`src/rtl/twd_pkg.sv`:
```
package twd_pkg;
  localparam int WORD_W = 32;
  localparam int ADDR_W = 4;

  localparam int BIT_SEEN  = 3;
  localparam int BIT_STATE = 2;
  localparam int BIT_EN1   = 1;
  localparam int BIT_EN2   = 0;

  typedef enum logic [1:0] {
    SEL_CTRL0 = 2'd0,
    SEL_CTRL1 = 2'd1,
    SEL_TBASE = 2'd2,
    SEL_NONE  = 2'd3
  } word_sel_e;

  function automatic word_sel_e decode_word(logic [ADDR_W-1:0] addr);
    word_sel_e s;
    case (addr[3:2])
      2'd0:    s = SEL_CTRL0;
      2'd1:    s = SEL_CTRL1;
      2'd2:    s = SEL_TBASE;
      default: s = SEL_NONE;
    endcase
    return s;
  endfunction

  function automatic logic [WORD_W-1:0] read_word(word_sel_e s, logic seen, logic state,
                                                  logic en1, logic en2, logic [WORD_W-1:0] tb);
    logic [WORD_W-1:0] w;
    w = '0;
    case (s)
      SEL_CTRL0: begin
        w[BIT_SEEN]  = seen;
        w[BIT_STATE] = state;
        w[BIT_EN1]   = en1;
      end
      SEL_CTRL1: w[BIT_EN2] = en2;
      SEL_TBASE: w = tb;
      default:   w = '0;
    endcase
    return w;
  endfunction

  // Next value of an enable bit: a locked bit can only be set.
  function automatic logic next_enable(logic locked, logic cur, logic req);
    return locked ? (cur | req) : req;
  endfunction
endpackage

```
`src/rtl/twd_counters.sv`:
```
module twd_counters #(
  parameter int TB_W     = 32,
  parameter int IVL_LOG2 = 8
) (
  input  logic            clk,
  input  logic            rst_n,
  input  logic            run,
  input  logic            restart,
  output logic [TB_W-1:0] tb_cnt,
  output logic            expire
);
  logic [IVL_LOG2-1:0] ivl_q;

  always_ff @(posedge clk or negedge rst_n) begin
    if (!rst_n) tb_cnt <= '0;
    else        tb_cnt <= tb_cnt + 1'b1;
  end

  always_ff @(posedge clk or negedge rst_n) begin
    if (!rst_n)               ivl_q <= '0;
    else if (!run || restart) ivl_q <= '0;
    else                      ivl_q <= ivl_q + 1'b1;
  end

  assign expire = run && !restart && (ivl_q == '1);
endmodule

```
`src/rtl/twd_regs.sv`:
```
module twd_regs
  import twd_pkg::*;
#(
  parameter bit ENABLE_ONCE = 1'b0
) (
  input  logic              clk,
  input  logic              rst_n,
  input  logic              bus_wr,
  input  logic [ADDR_W-1:0] bus_addr,
  input  logic [WORD_W-1:0] bus_wdata,
  input  logic              state_q,
  input  logic              seen_q,
  input  logic [WORD_W-1:0] tb_word,
  output logic              en1_q,
  output logic              en2_q,
  output logic              locked,
  output logic              ka_clr,
  output logic              seen_clr,
  output logic [WORD_W-1:0] bus_rdata
);
  word_sel_e sel;
  logic wr0, wr1;
  logic unused_bits;

  assign sel      = decode_word(bus_addr);
  assign wr0      = bus_wr && (sel == SEL_CTRL0);
  assign wr1      = bus_wr && (sel == SEL_CTRL1);
  assign ka_clr   = wr0 && bus_wdata[BIT_STATE];
  assign seen_clr = wr0 && bus_wdata[BIT_SEEN];

  generate
    if (ENABLE_ONCE) begin : g_lock
      assign locked = en1_q | en2_q;
    end else begin : g_free
      assign locked = 1'b0;
    end
  endgenerate

  always_ff @(posedge clk or negedge rst_n) begin
    if (!rst_n) begin
      en1_q <= 1'b0;
      en2_q <= 1'b0;
    end else begin
      if (wr0) en1_q <= next_enable(locked, en1_q, bus_wdata[BIT_EN1]);
      if (wr1) en2_q <= next_enable(locked, en2_q, bus_wdata[BIT_EN2]);
    end
  end

  assign bus_rdata   = read_word(sel, seen_q, state_q, en1_q, en2_q, tb_word);
  assign unused_bits = ^{bus_wdata[WORD_W-1:4], bus_addr[1:0]};
endmodule

```
`src/rtl/twd_stage.sv`:
```
module twd_stage #(
  parameter int RST_PULSE = 8
) (
  input  logic clk,
  input  logic rst_n,
  input  logic run,
  input  logic expire,
  input  logic ka_clr,
  input  logic seen_clr,
  output logic state_q,
  output logic seen_q,
  output logic fire,
  output logic reset_out
);
  localparam int PW = $clog2(RST_PULSE + 1);
  logic [PW-1:0] pulse_q;

  assign fire = expire && state_q;

  always_ff @(posedge clk or negedge rst_n) begin
    if (!rst_n)      state_q <= 1'b0;
    else if (!run)   state_q <= 1'b0;
    else if (ka_clr) state_q <= 1'b0;
    else if (expire) state_q <= 1'b1;
  end

  always_ff @(posedge clk or negedge rst_n) begin
    if (!rst_n)        seen_q <= 1'b0;
    else if (fire)     seen_q <= 1'b1;
    else if (seen_clr) seen_q <= 1'b0;
  end

  always_ff @(posedge clk or negedge rst_n) begin
    if (!rst_n)             pulse_q <= '0;
    else if (fire)          pulse_q <= PW'(RST_PULSE);
    else if (pulse_q != '0) pulse_q <= pulse_q - 1'b1;
  end

  assign reset_out = (pulse_q != '0);
endmodule

```
`src/rtl/twostage_wdt.sv`:
```
module twostage_wdt
  import twd_pkg::*;
#(
  parameter int TB_W        = 32,
  parameter int IVL_LOG2    = 8,
  parameter int RST_PULSE   = 8,
  parameter bit ENABLE_ONCE = 1'b0
) (
  input  logic        clk,
  input  logic        rst_n,
  input  logic        bus_wr,
  input  logic [3:0]  bus_addr,
  input  logic [31:0] bus_wdata,
  output logic [31:0] bus_rdata,
  output logic        wdt_irq,
  output logic        wdt_reset
);
  logic            en1_w, en2_w, run_w, locked_w;
  logic            ka_w, seen_clr_w, expire_w, fire_w;
  logic            state_w, seen_w;
  logic [TB_W-1:0] tb_cnt_w;
  logic [31:0]     tb_word_w;

  assign run_w = en1_w | en2_w;

  always_comb begin
    tb_word_w = '0;
    tb_word_w[TB_W-1:0] = tb_cnt_w;
  end

  twd_counters #(.TB_W(TB_W), .IVL_LOG2(IVL_LOG2)) cnt_i (
    .clk(clk), .rst_n(rst_n), .run(run_w), .restart(ka_w),
    .tb_cnt(tb_cnt_w), .expire(expire_w)
  );

  twd_regs #(.ENABLE_ONCE(ENABLE_ONCE)) regs_i (
    .clk(clk), .rst_n(rst_n), .bus_wr(bus_wr), .bus_addr(bus_addr),
    .bus_wdata(bus_wdata), .state_q(state_w), .seen_q(seen_w),
    .tb_word(tb_word_w), .en1_q(en1_w), .en2_q(en2_w), .locked(locked_w),
    .ka_clr(ka_w), .seen_clr(seen_clr_w), .bus_rdata(bus_rdata)
  );

  twd_stage #(.RST_PULSE(RST_PULSE)) stage_i (
    .clk(clk), .rst_n(rst_n), .run(run_w), .expire(expire_w),
    .ka_clr(ka_w), .seen_clr(seen_clr_w), .state_q(state_w),
    .seen_q(seen_w), .fire(fire_w), .reset_out(wdt_reset)
  );

  assign wdt_irq = state_w;
endmodule

```
`config.mk`:
```
export PLATFORM = sky130hd
export DESIGN_NAME = twostage_wdt
export DESIGN_NICKNAME = d
export VERILOG_FILES = /design/src/rtl/twd_pkg.sv /design/src/rtl/twd_counters.sv /design/src/rtl/twd_regs.sv /design/src/rtl/twd_stage.sv /design/src/rtl/twostage_wdt.sv
export SDC_FILE = /design/constraint.sdc
export NUM_CORES = 1
export LEC_CHECK = 0
export BUFFER_PORTS_ARGS = -buffer_cell sky130_fd_sc_hd__buf_2
export CAP_MARGIN = 5
export CORE_MARGIN = 2
export CORE_UTILIZATION = 35
export DETAILED_ROUTE_END_ITERATION = 10
export GPL_ROUTABILITY_DRIVEN = 0
export PLACE_DENSITY = 0.65
export SLEW_MARGIN = 20
export SYNTH_ARGS = -nofsm -noshare
export SYNTH_HDL_FRONTEND = slang
export SYNTH_SLANG_ARGS = --single-unit
```
`constraint.sdc`:
```
create_clock -name clk -period 3.4 [get_ports clk]
set_input_delay 0.51 -clock clk [delete_from_list [all_inputs] [get_ports clk]]
set_output_delay 0.51 -clock clk [all_outputs]
set_load 0.005 [all_outputs]
```
==> results.yml <==
sta:
  rsz0062_at_grt: "false"
  worst_clock_skew_ns: 0.009318
  hold_viol: 0
  fin_crit_sh_pct: 70.39
  setup_slack_ns: 1.007
  setup_violations: 0
  max_slew_margin_pct: 40.58
  fmax_mhz: 417.9
  tns_ns: 0
  worstMarginPinSlew_ns: 0.8913
  min_period_ns: 2.393
  slew_violations: 0
yosys:
  synth_seq_cells: 48
  netlist_area_sq_um: 2456
  synth_seq_area_share_pct: 48.90
  yosysUniqueCellTypes: 39
  yosys-top-cells-area: "dfrtp_1 49%, and2_1 7.4%, xor2_1 7.1%"
  synth-edff-count: 0
  syn-instance-count: 240
  syn_nets: 285
  synth_top_area_share_pct: 48.90
  synth.avg_cell_area_sq_um: 10.23
  synth-main-ff-cell: "dfrtp_1"
  synth_largest_area_cell: "dfrtp_1"
  async_flop_share_pct: 100.0
  synth_warnings: 0
routing:
  drc: 0
  wl_um: 4672
  vias: 1789
  drtIter0Drc: 130
  final_antenna_net_count: 0
  wire_per_inst_um: 12.26
  viasPerCell: 4.696
  first_pass_iters: 4
critical_path:
  reg2regPathDepth: 5
  cp_max_fo: 32
  critPathRequiredTime_ns: 2.89
  cp-start-kind: "primary input"
  cp.arrival_ns: 1.88
  crit_type: "in -> out"
  end_kind: "output pin"
min_path:
  hold_path.class: "in -> async"
layout:
  utilization_pct: 42.23
  nNetsFinal: 329
  drive_gt1_share_pct: 21.40
  multi_input_area_sq_um: 1194
  diodes: 0
  area_growth_pct: 16.81
  regArea_sq_um: 1201
  fill_cells: 677
  final_area_sq_um: 2869
floorplan:
  rows: 30
  die_h_um: 87.77
  core_area_sq_um: 6794
  start_util_pct: 36.15
  die_area_sq_um: 7704
  num_io_pins: 73
  die_w_um: 87.77
clock_network:
  cts.sinks: 48
  cts_hold_buf: 0
  clock-root-buffer: "clkbuf_8"
  post_cts_resize_count: 0
  cts_max_level: 2
  clk_path_buf_depth: 2
  cts_made_buffers: 5
  clkTransAtPathRegs_ns: 0.09
  post-cts-setup-buffers: 0
  cts_tree: "built"
  clk_latency_ns: 0.30
power_and_ir_drop:
  pwr-share-seq_pct: 55.8
  p_per_area_nw_per_um2: 380.3
  switchingPower_mw: 0.2508
  pwr-share-clk_pct: 37.3
  p_leak_nw: 1.415
  power.internal_mw: 0.8403
  swShare_pct: 22.99
  comb_power_share_pct: 7.0
  ir_drop_v: 0.0001556
place:
  place_ws_ns: 0.9804
  portBuffers: 42
  postPlaceCellArea_sq_um: 2759
  dpl.hpwl_um: 3320
flow_run:
  drv_cap: 0
grt:
  grtUsageTotal_pct: 13.19
  grt_pass1_wl_um: 7969
  grt_max_degree: 49
  grt_overflow: 0
  grt_antenna_before_repair: 0
  grt_pass1_vias: 1653
run_status:
  status: "finished clean"
==> metal layers <==
metal / GRT usage [%] / vias to the layer above / wire (um)
li1: - / 901 / -
met1: 17.12 / 860 / 2198
met2: 21.83 / 23 / 2257
met3: 2.262 / 5 / 135
met4: 5.455 / 0 / 80
met5: 0 / - / 0
==> worst max-delay path, stage by stage <==
cell and delay, ns:
buf_2 0.10, inv_1 0.07, ha_1 0.74, a22oi_1 0.20, nor2b_1 0.14, buf_2 0.12
==> metrics by stage <==
step / cells / total power, mW / hold slack [ns]
finish: 381 / 1.091 / 0.2101
global route: 381 / 1.138 / 0.2528
CTS: 381 / 1.105 / 0.4318
detailed placement: 373 / 0.6977 / 0.4534
global placement: 373 / 0.6947 / 0.4510
floorplan: 240 / 0.6645 / 0.2144
==> layout by cell type, fill, tap and decap left out, types with 2 or more instances in the layout <==
master	netlist	layout
and3_1	3	3
nor3_1	3	3
ha_1	6	6
nor4_2	4	4
nor4_1	4	4
or3_1	3	3
mux2_2	2	2
inv_1	9	9
dfrtp_1	48	48
nand3_1	20	20
a21oi_1	2	2
nor3_2	2	2
xor2_1	20	20
nor2_1	21	21
clkbuf_8	0	5
nand2_1	15	15
nand4_1	8	8
xnor2_1	16	16
a22o_1	3	3
and2_1	29	29
buf_2	1	41
==> flip-flops by register name (all words and copies together), names as in the netlist <==
| signal | flops |
|---|---|
| cnt_i.tb_cnt | 32 |
| regs_i.en1_q | 1 |
| stage_i.seen_q | 1 |
| regs_i.en2_q | 1 |
| stage_i.pulse_q | 4 |
| stage_i.state_q | 1 |
| cnt_i.ivl_q | 8 |
==> synthesized netlist by cell type (all sizes together) (2+ instances only) <==
| library cell | instances |
|---|---|
| dfrtp | 48 |
| inv | 9 |
| and2 | 30 |
| buf | 2 |
| o21ai | 2 |
| nor3 | 5 |
| ha | 6 |
| nand2 | 15 |
| nand4 | 8 |
| or3 | 3 |
| a21oi | 2 |
| and4 | 2 |
| clkbuf | 3 |
| or4 | 2 |
| xor2 | 20 |
| xnor2 | 16 |
| a22o | 3 |
| nor4 | 8 |
| nor2 | 21 |
| mux2 | 2 |
| and3 | 3 |
| nand3 | 21 |
==> worst paths after layout <==
check                                 start               end  slack, ns
max                             bus_addr[2]      bus_rdata[0]       1.01
min                                   rst_n      regs_i.en1_q       0.21
max reg2reg                 cnt_i.tb_cnt[0]  cnt_i.tb_cnt[26]       1.47
min reg2reg                cnt_i.tb_cnt[31]  cnt_i.tb_cnt[31]       0.47
max in group asynchronous             rst_n  cnt_i.tb_cnt[12]       2.77
min in group clk               bus_wdata[1]      regs_i.en1_q       0.44
==> cell families after synthesis <==
group | synth area share (%)
multiplexers | 0.9169
XOR/XNOR | 12.84
adder cells (fa/ha/maj) | 3.056
flip-flops | 48.90
AO/OA/AOI/OAI | 3.159
buffers and inverters | 2.496
AND/OR/NAND/NOR | 28.63
==> area by class of cell <==
| class | count | share of cell area (%) |
|---|---|---|
| flip-flops and latches | 48 | 41.87 |
| multi-input cells | 178 | 41.60 |
| repair buffers | 42 | 7.414 |
| well taps | 96 | 4.187 |
| clock buffers | 6 | 2.529 |
| clock inverters | 2 | 1.221 |
| inverters | 9 | 1.177 |
==> power by group through the flow <==
stage | sequential (mW) | combinational [mW] | clock [mW]
floorplan | 0.616 | 0.0481 | 0
global placement | 0.620 | 0.0748 | 0
detailed placement | 0.620 | 0.0777 | 0
CTS | 0.608 | 0.0785 | 0.419
global route | 0.612 | 0.0881 | 0.438
finish | 0.609 | 0.0759 | 0.407
Power figures use the tool's default switching activity.
